**src/rtl/expg_pkg.sv**
```systemverilog
// Shared definitions for the Exp-Golomb element decoder.
package expg_pkg;
    // Value mapping selected per request.
    typedef enum logic [1:0] {
        MAP_UNS = 2'd0,
        MAP_SGN = 2'd1,
        MAP_TRN = 2'd2,
        MAP_RSV = 2'd3
    } map_mode_e;
endpackage

```
**src/rtl/expg_codenum.sv**
```systemverilog
// Code number extraction.
// Takes the zero-prefix length from an external detector and pulls the
// information field that follows the one bit. It forms the code number and
// the codeword length 2M+1.
// Assumes: window MSB is the oldest bit, WIN_W >= 2*MAX_M+1, and the
// prefix count is correct. The one bit itself is not checked.
module expg_codenum #(
    parameter int WIN_W = 32,
    parameter int POS_W = 4,
    localparam int MAX_M = (1 << POS_W) - 1,
    localparam int CN_W  = MAX_M + 1,
    localparam int LEN_W = POS_W + 1
) (
    input  logic [WIN_W-1:0] bits_in,
    input  logic [POS_W-1:0] zeros,
    output logic [CN_W-1:0]  code_num,
    output logic [LEN_W-1:0] cw_len
);
    logic [POS_W:0]   skip;
    logic [WIN_W-1:0] shifted;
    logic [MAX_M-1:0] info_top;
    logic [MAX_M-1:0] info;
    logic [CN_W-1:0]  base;

    // Align the information field to the top, then right-justify it to M bits.
    always_comb begin
        skip     = {1'b0, zeros} + {{POS_W{1'b0}}, 1'b1};
        shifted  = bits_in << skip;
        info_top = shifted[WIN_W-1 -: MAX_M];
        info     = info_top >> (MAX_M - int'(zeros));
        base     = (CN_W'(1) << zeros) - CN_W'(1);
        code_num = base + {1'b0, info};
        cw_len   = {zeros, 1'b1};
    end
endmodule

```
**src/rtl/expg_map.sv**
```systemverilog
// Value mapping.
// Turns a code number into an unsigned, signed or truncated element value and
// picks the consumed length. The one-bit truncated form (range == 1) bypasses
// the code number and uses the first window bit directly.
// Assumes: VAL_W equals the code number width, so signed results fit.
module expg_map
    import expg_pkg::*;
#(
    parameter int CN_W    = 16,
    parameter int RANGE_W = 16,
    parameter int LEN_W   = 5,
    localparam int VAL_W  = CN_W
) (
    input  logic [CN_W-1:0]    code_num,
    input  logic [LEN_W-1:0]   cw_len,
    input  map_mode_e          mode,
    input  logic [RANGE_W-1:0] range_max,
    input  logic               first_bit,
    output logic [VAL_W-1:0]   val,
    output logic [LEN_W-1:0]   len,
    output logic               short_cw
);
    logic [VAL_W-1:0] half;

    // Select the mapping for the requested mode.
    always_comb begin
        half     = {1'b0, code_num[CN_W-1:1]};
        short_cw = (mode == MAP_TRN) && (range_max == RANGE_W'(1));
        len      = cw_len;
        unique case (mode)
            MAP_SGN: val = code_num[0] ? (half + VAL_W'(1)) : (VAL_W'(0) - half);
            default: val = code_num;
        endcase
        if (short_cw) begin
            val = {{(VAL_W-1){1'b0}}, ~first_bit};
            len = LEN_W'(1);
        end
    end
endmodule

```
**src/rtl/expg_elem_decoder.sv**
```systemverilog
// Exp-Golomb syntax element decoder, top level.
// One request per start strobe. The value, the consumed length and valid are
// registered and appear on the cycle after start. Outputs hold between
// requests. Assumes lead_pos comes from a correct leading-one detector.
module expg_elem_decoder
    import expg_pkg::*;
#(
    parameter int WIN_W   = 32,
    parameter int POS_W   = 4,
    parameter int RANGE_W = 16,
    localparam int MAX_M  = (1 << POS_W) - 1,
    localparam int CN_W   = MAX_M + 1,
    localparam int VAL_W  = CN_W,
    localparam int LEN_W  = POS_W + 1
) (
    input  logic               clk,
    input  logic               rst_n,
    input  logic               start,
    input  logic [WIN_W-1:0]   window,
    input  logic [POS_W-1:0]   lead_pos,
    input  logic [1:0]         mode,
    input  logic [RANGE_W-1:0] trunc_range,
    output logic [VAL_W-1:0]   value,
    output logic [LEN_W-1:0]   used_len,
    output logic               valid
);
    logic [CN_W-1:0]  code_num;
    logic [LEN_W-1:0] cw_len;
    logic [VAL_W-1:0] map_val;
    logic [LEN_W-1:0] map_len;
    logic             short_cw;

    expg_codenum #(.WIN_W(WIN_W), .POS_W(POS_W)) u_cn (
        .bits_in (window),
        .zeros   (lead_pos),
        .code_num(code_num),
        .cw_len  (cw_len)
    );

    expg_map #(.CN_W(CN_W), .RANGE_W(RANGE_W), .LEN_W(LEN_W)) u_map (
        .code_num (code_num),
        .cw_len   (cw_len),
        .mode     (map_mode_e'(mode)),
        .range_max(trunc_range),
        .first_bit(window[WIN_W-1]),
        .val      (map_val),
        .len      (map_len),
        .short_cw (short_cw)
    );

    // Register the result on a request; hold it otherwise.
    always_ff @(posedge clk) begin
        if (!rst_n) begin
            valid    <= 1'b0;
            value    <= '0;
            used_len <= '0;
        end else begin
            valid <= start;
            if (start) begin
                value    <= map_val;
                used_len <= map_len;
            end
        end
    end

    // Bounds on the code number for the given prefix length, for checking.
    logic [CN_W:0] lo_bound, hi_bound;
    always_comb begin
        lo_bound = ((CN_W+1)'(1) << lead_pos) - (CN_W+1)'(1);
        hi_bound = ((CN_W+1)'(2) << lead_pos) - (CN_W+1)'(2);
    end

    // a result strobe follows every request.
    a_r8_valid_after_start: assert property (@(posedge clk) disable iff (!rst_n)
        start |=> valid);
    // no strobe without a request.
    a_r9_no_valid_idle: assert property (@(posedge clk) disable iff (!rst_n)
        !start |=> !valid);
    // outputs hold while idle.
    a_r9_hold_idle: assert property (@(posedge clk) disable iff (!rst_n)
        !start |=> ($stable(value) && $stable(used_len)));
    // every reported length is odd.
    a_r3_len_odd: assert property (@(posedge clk) disable iff (!rst_n)
        valid |-> used_len[0]);
    // code number lies in the band its prefix length allows.
    a_r2_code_band: assert property (@(posedge clk) disable iff (!rst_n)
        (start && !short_cw) |-> ({1'b0, code_num} >= lo_bound && {1'b0, code_num} <= hi_bound));
    // sign of a signed result follows the code number parity.
    a_r4_sign_parity: assert property (@(posedge clk) disable iff (!rst_n)
        (start && mode == 2'd1 && code_num != '0) |-> (map_val[VAL_W-1] == ~code_num[0]));
    // the one-bit truncated form consumes one bit.
    a_r6_short_len: assert property (@(posedge clk) disable iff (!rst_n)
        (start && short_cw) |=> (used_len == LEN_W'(1)));
endmodule

```
**config.mk**
```make
export PLATFORM = sky130hd
export DESIGN_NAME = expg_elem_decoder
export DESIGN_NICKNAME = d
export VERILOG_FILES = /design/src/rtl/expg_pkg.sv /design/src/rtl/expg_codenum.sv /design/src/rtl/expg_map.sv /design/src/rtl/expg_elem_decoder.sv
export SDC_FILE = /design/constraint.sdc
export NUM_CORES = 1
export LEC_CHECK = 0
export BUFFER_PORTS_ARGS = -buffer_cell sky130_fd_sc_hd__clkbuf_2
export CAP_MARGIN = 20
export CORE_ASPECT_RATIO = 0.75
export CORE_MARGIN = 2
export CORE_UTILIZATION = 54
export CTS_CLUSTER_DIAMETER = 100
export CTS_CLUSTER_SIZE = 28
export DETAILED_ROUTE_END_ITERATION = 12
export PLACE_DENSITY = 0.79
export SYNTH_ARGS = -nofsm -noshare
export SYNTH_HDL_FRONTEND = slang
export SYNTH_SLANG_ARGS = --single-unit
```
**constraint.sdc**
```tcl
create_clock -name clk -period 7.6 [get_ports clk]
set_input_delay 1.52 -clock clk [delete_from_list [all_inputs] [get_ports clk]]
set_output_delay 1.52 -clock clk [all_outputs]
set_load 0.02 [all_outputs]
```
==> metrics.yaml, run 1 <==
slew_violations: 0
dp.final_hpwl_um: 13000
netlist.top_cell.by_area: "mux4_2"
routabilityCongestion: 0.994
path_delay_family: "compound AO/OA/AOI/OAI gates"
grt_start_max_net_pins: 40
ir_worst_vdd_mv: 0.129
io-pin-count: 79
timing.critical_path.slowest_cell_delay_ps: 500
detail_route.iter0.violations: 770
cts_buffers: 3
coreArea_um2: 9620
fp.dieArea_um2: 10700
p_leak_nw: 2.58
setup.worst_path.end: "value[11]$_SDFFE_PN0P_"
dpl_cell_area_um2: 5920
sequential_fraction_of_the_synthesis_area: 0.0826
fmaxAchievable_mhz: 137
ys_ff_latch: 22
crit_chain: "clkbuf_2 -> clkinv_1 -> ha_1 -> buf_12 -> mux2_2 -> mux2_2 -> mux4_2 -> mux2_2 -> mux2i_1 -> o221ai_1 -> o21a_1 -> a221oi_2 -> ha_1 -> inv_1 -> ha_1 -> fa_1 -> a211o_1 -> a21oi_1 -> o221ai_1 -> nor4_1 -> o2111ai_1 -> a22o_1 -> or3_1 -> nand3_1"
n_antenna_cell: 0
outcome: "finished clean"
clock_path_buffers: 2
rr_worst_depth: 3
nNetsFinal: 848
grt_first_pass_wirelength_um: 27300
drt_pass1_iterations: 6
hold_slack_ps: 458
grt_setup_unrepaired: "no"
wl_final_um: 16400
global_routing_usage_summed_across_all_routing_layers: 0.306
routed_via_density: 6.61
synth_area_per_cell_um2: 7.76
final_antenna_net_count: 0
power_density_nw_per_um2: 225
setup_violations: 0
yosys_warnings: 0
max_cap_violations: 0
post-route-period-util: 0.961
portBuffers: 78
timing.rr.end: "value[13]$_SDFFE_PN0P_"
path_category_of_the_worst_min_delay_check: "flip-flop to flip-flop"
final_cells: 884
synth_top_area_frac: 0.110
cts_root_buffer: "clkbuf_16"
async_flop_share: 0
post-route-drc-count: 0
reg2reg_slack_ps: 6650
crit_fanout: 23
setup_ws_ps: 297
number_of_antenna_violations_at_the_first_check_in_global_routing: 0
worst_setup_path_start_kind: "primary input"
cts.sink_count: 22
critPathLaunch: "lead_pos[1]"
fin_skew_ps: 0
die_height_um: 90.1
worst-endpoint-required_ps: 7800
grt_overflow_total: 0
cts_max_level: 1
crit-reg2reg-launch: "value[13]$_SDFFE_PN0P_"
post_route_cells_drive_above_1_share: 0.249
crit_slowest_cell: "mux4_2"
number_of_vias_after_detailed_routing: 5846
timing_worst_slew_pin_value_ps: 587
relSlewSlack: 0.607
initial_utilization: 0.555
synth_top_cells_by_count: "65 x nand2_1, 45 x inv_1, 43 x nor2_1"
place_worst_setup_slack_ps: 71.4
critical_path_depth: 24
insertion_delay_ps: 260
synth_nets: 782
timing_hold_violations_final: 0
setup.worst_path.class: "primary input to flip-flop"
placed_cells_incl_taps: 879
clkSlewWorstSetupHoldPaths_ps: 60
floorplan.rows: 31
avgRoutedWirePerCell_um: 18.5
design_area_um2: 6040
die_width_um: 119
final_period_minus_worst_setup_slack_ps: 7300
critical_path.endpoint_type: "flip-flop"
post_synth_edffs: 0
synthMostInstantiatedCell: "nand2_1"
synth.top_cells.by_area: "mux4_2 11%, ha_1 8.7%, dfxtp_1 8.3%"
synth.cell_area_um2: 5330
final.setup.tns_ps: 0
cts_tree: "yes"
via_count_of_the_first_global_routing_pass: 5268
synth_cells: 687
yosysUniqueCellTypes: 78
synth_flop_cell: "dfxtp_1"
area_delta_synth_final_pct: 13.3
worst-path-buf-inv: 4
crit_arrival_ps: 7510
-- timing repair --
item / CTS / global route
buffers inserted: 0 / 0
gates resized for setup: 0 / 3
endpoints found under the setup margin: 0 / 4
hold buffers: 0 / 0
-- how the worst min path moves through the flow --
| stage | from | end | slack (ps) | cells after the start |
|---|---|---|---|---|
| 2_1_floorplan | value[15]$_SDFFE_PN0P_ | value[15]$_SDFFE_PN0P_ | 530 | 2 |
| 3_3_place_gp | used_len[0]$_SDFFE_PN0P_ | used_len[0]$_SDFFE_PN0P_ | 440 | 1 |
| 5_1_grt | used_len[0]$_SDFFE_PN0P_ | used_len[0]$_SDFFE_PN0P_ | 470 | 1 |
| 3_5_place_dp | used_len[0]$_SDFFE_PN0P_ | used_len[0]$_SDFFE_PN0P_ | 440 | 1 |
| 4_1_cts | used_len[0]$_SDFFE_PN0P_ | used_len[0]$_SDFFE_PN0P_ | 460 | 1 |
| 6_report | used_len[0]$_SDFFE_PN0P_ | used_len[0]$_SDFFE_PN0P_ | 460 | 1 |
-- cell families after synthesis --
group	Yosys count	share of synthesized area
AOI/OAI and AO/OA	194	0.263
xor gates and xnor gates	11	0.0216
adders and majority gates	38	0.0905
buffers and inverters	95	0.0734
DFF	22	0.0826
muxes	97	0.251
and+or+nand+nor	230	0.217
-- placed cells by master (no fill, tap or decap), types with 32 or more instances in the layout --
cell type,netlist,layout
a21oi_1,34,34
clkbuf_2,0,78
ha_1,37,37
inv_1,45,45
mux2_2,32,32
mux2i_1,38,38
nand2_1,65,65
nor2_1,43,43
o21ai_0,33,32
-- flip-flops by register name, indices dropped and copies added (netlist names) --
name,cells
used_len,5
valid,1
value,16
-- power by group --
| group | leakage [nW] | switching (mW) | internal [mW] |
|---|---|---|---|
| registers | 0.182 | 0.0159 | 0.138 |
| logic | 2.35 | 0.630 | 0.423 |
| clock network | 0.0511 | 0.0462 | 0.105 |
| total | 2.58 | 0.692 | 0.666 |
-- routing by layer --
layer	up-vias	GRT usage	share of wire	wire length, µm
li1	2759	-	-	-
met1	2739	0.485	0.49	7950
met2	323	0.429	0.40	6620
met3	25	0.0635	0.099	1620
met4	0	0.0387	0.011	174
met5	-	0	0	0
-- layout make-up --
| type | instances | area [µm²] |
|---|---|---|
| Clock buffer | 3 | 75.1 |
| Clock inverter | 1 | 30.0 |
| Fill cell | 881 | 3580 |
| Inverter | 47 | 176 |
| Multi-Input combinational cell | 570 | 4510 |
| Sequential cell | 22 | 440 |
| Tap cell | 132 | 165 |
| Timing Repair Buffer | 109 | 648 |
-- metrics by stage --
step           total power, mW  utilization
6_report                  1.36        0.628
5_1_grt                   1.46        0.628
4_1_cts                   1.32        0.627
3_5_place_dp              1.16        0.616
3_3_place_gp              1.15        0.616
2_1_floorplan            0.890            -
Note: power is estimated with default switching activity, not from simulation.
==> inputs of run 2 (changes only) <==
--- a/config.mk
+++ b/config.mk
@@ -6,14 +6,14 @@
 export NUM_CORES = 1
 export LEC_CHECK = 0
 export BUFFER_PORTS_ARGS = -buffer_cell sky130_fd_sc_hd__clkbuf_2
-export CAP_MARGIN = 20
 export CORE_ASPECT_RATIO = 0.75
 export CORE_MARGIN = 2
-export CORE_UTILIZATION = 54
+export CORE_UTILIZATION = 55
+export CTS_BUF_LIST = sky130_fd_sc_hd__clkbuf_8
 export CTS_CLUSTER_DIAMETER = 100
 export CTS_CLUSTER_SIZE = 28
 export DETAILED_ROUTE_END_ITERATION = 12
-export PLACE_DENSITY = 0.79
+export PLACE_DENSITY = 0.8
 export SYNTH_ARGS = -nofsm -noshare
 export SYNTH_HDL_FRONTEND = slang
 export SYNTH_SLANG_ARGS = --single-unit
==> run 2 against run 1 <==
Compared with the run above: total power is 4.3% lower; core utilization is 0.10 points higher; flip-flop and latch count stayed put; clock skew stayed put; worst hold slack better by 1.8 ps; final area is 0.64% lower; combinational power hardly changed; die area is 1.7% lower; clock power is 51% lower; count of clock-buffer cells in the layout stayed put; via count hardly changed; global-route usage is 0.33 points higher; critical path type unchanged; largest power group unchanged; highest routed layer unchanged.
==> metrics.yaml, run 2 (synthesis results as in run 1) <==
cts_max_level: 1  # unchanged
nNetsFinal: 846  # was 848
detail_route.iter0.violations: 677  # was 770
die_height_um: 89.3  # was 90.1 µm
worstHoldStart: "used_len[0]$_SDFFE_PN0P_"  # unchanged
clkSlewWorstSetupHoldPaths_ps: 80  # was 60 ps
final_cells: 881  # was 884
final_common_cell: "clkbuf_2"  # unchanged
die_width_um: 118  # was 119 µm
final_standard_cell_utilization_of_the_core: 0.629  # was 0.628
critical_path.endpoint_type: "flip-flop"  # unchanged
slew_violations: 0  # unchanged
critPathLaunch: "lead_pos[0]"  # was lead_pos[1]
cts_tree: "yes"  # unchanged
dp.final_hpwl_um: 12800  # was 13000 µm
area_of_combinational_cells_with_multiple_inputs_um2: 4540  # was 4510 µm²
final_period_minus_worst_setup_slack_ps: 7380  # was 7300 ps
portBuffers: 78  # unchanged
worst_setup_path_start_kind: "primary input"  # unchanged
via_count_of_the_first_global_routing_pass: 5177  # was 5268
fin_skew_ps: 0  # unchanged
hold_slack_ps: 460  # was 458 ps
grt_first_pass_wirelength_um: 26800  # was 27300 µm
ir_worst_vdd_mv: 0.129  # about the same
setup.worst_path.class: "primary input to flip-flop"  # unchanged
drt_pass1_iterations: 6  # unchanged
coreArea_um2: 9540  # was 9620 µm²
cts.sink_count: 22  # unchanged
fmaxAchievable_mhz: 135  # was 137 MHz
routabilityCongestion: 0.960  # was 0.994
post_route_cells_drive_above_1_share: 0.252  # was 0.249
path_category_of_the_worst_min_delay_check: "flip-flop to flip-flop"  # unchanged
max_cap_violations: 0  # unchanged
fp.dieArea_um2: 10500  # was 10700 µm²
setup_violations: 0  # unchanged
worst-endpoint-required_ps: 7810  # was 7800 ps
post-route-drc-count: 0  # unchanged
cts_buffers: 3  # unchanged
number_of_vias_after_detailed_routing: 5849  # was 5846
initial_utilization: 0.559  # was 0.555
post-route-period-util: 0.971  # was 0.961
n_antenna_cell: 0  # unchanged
outcome: "finished clean"  # unchanged
cts_root_buffer: "clkbuf_8"  # was clkbuf_16
max_reg_flops: 16  # unchanged
routed_via_density: 6.64  # was 6.61
floorplan.rows: 31  # unchanged
number_of_antenna_violations_at_the_first_check_in_global_routing: 0  # unchanged
avgRoutedWirePerCell_um: 18.3  # was 18.5 µm
num-fill-cells: 879  # was 881
placed_cells_incl_taps: 877  # was 879
layout_common_cells: "78 x clkbuf_2, 65 x nand2_1, 45 x inv_1"  # unchanged
area_delta_synth_final_pct: 12.6  # was 13.3%
power_density_nw_per_um2: 216  # was 225 nW/µm²
largest-register: "value"  # unchanged
final_antenna_net_count: 0  # unchanged
crit_fanout: 38  # was 23
p_leak_nw: 2.55  # was 2.58 nW
crit-reg2reg-launch: "value[13]$_SDFFE_PN0P_"  # unchanged
wl_final_um: 16100  # was 16400 µm
timing_hold_violations_final: 0  # unchanged
global_routing_usage_summed_across_all_routing_layers: 0.309  # was 0.306
timing_worst_slew_pin_value_ps: 1080  # was 587 ps
grt_setup_unrepaired: "yes"  # was no
crit_arrival_ps: 7590  # was 7510 ps
cts_hold_buf: 0  # unchanged
largestRegisters: "value (16), used_len (5), valid (1)"  # unchanged
grt_overflow_total: 0  # unchanged
io-pin-count: 79  # unchanged
clock_path_buffers: 2  # unchanged
insertion_delay_ps: 260  # about the same
finalPower_mw: 1.30  # was 1.36 mW
relSlewSlack: 0.281  # was 0.607
ff_latch_area_um2: 440  # unchanged
grt_start_max_net_pins: 49  # was 40
## run 2: cell count changes in the layout (fill, tap and decap cells not counted), sizes merged
| cell | delta |
|---|---|
| buf | -2 |
| bufinv | -1 |
## run 2: report_power, final
part           internal (mW)  total [mW]  switching, mW
Combinational          0.434        1.07          0.639
Clock                 0.0355      0.0736         0.0381
Sequential             0.138       0.153         0.0152
Total                  0.607        1.30          0.692
## run 2: area by class of cell
type / instances / share of cell area
inverter: 47 / 0.0294
tap: 132 / 0.0275
clock buffer: 3 / 0.00688
multi-input combinational: 570 / 0.755
timing repair buffer: 107 / 0.108
sequential: 22 / 0.0733
## run 2: path summary, 6_finish.rpt
kind / end / slack [ps] / cells past startpoint
max: value[11]$_SDFFE_PN0P_ / 220 / 25
min: used_len[0]$_SDFFE_PN0P_ / 460 / 1
max reg2reg: value[13]$_SDFFE_PN0P_ / 6670 / 3
min reg2reg: used_len[0]$_SDFFE_PN0P_ / 460 / 1
## run 2: repair_timing
item | in CTS | in global routing
resized for setup | 0 | 7
setup buffers | 0 | 1
setup endpoints to repair | 0 | 6
## run 2: stage by stage
step / setup WS (ps) / setup TNS [ps] / instance area (µm²)
finish: 219 / 0 / 6000
global route: -32.8 / -33.5 / 6000
CTS: 249 / 0 / 5960
detailed placement: -11.0 / -11.0 / 5920
global placement: 215 / 0 / 5920
floorplan: 298 / 0 / 5330
## run 2: metal layers
metal | GRT usage | routed length, µm
met1 | 0.473 | 7680
met2 | 0.451 | 6390
met3 | 0.0702 | 1970
met4 | 0.0405 | 101
met5 | 0 | 0
## run 2: critical path, stage by stage
cell	delay [ps]
clkbuf_2	120
inv_1	60
ha_1	320
buf_12	230
mux2_2	400
mux2_2	290
mux4_2	490
mux2_2	300
mux2_4	280
o22ai_2	140
nor4_1	70
a311oi_1	290
ha_1	220
inv_1	40
ha_1	210
fa_1	450
a211o_1	370
nand4_1	110
o311ai_1	110
buf_4	200
nor4_1	380
o2111ai_1	250
a22o_1	300
or3_1	310
nand3_1	90
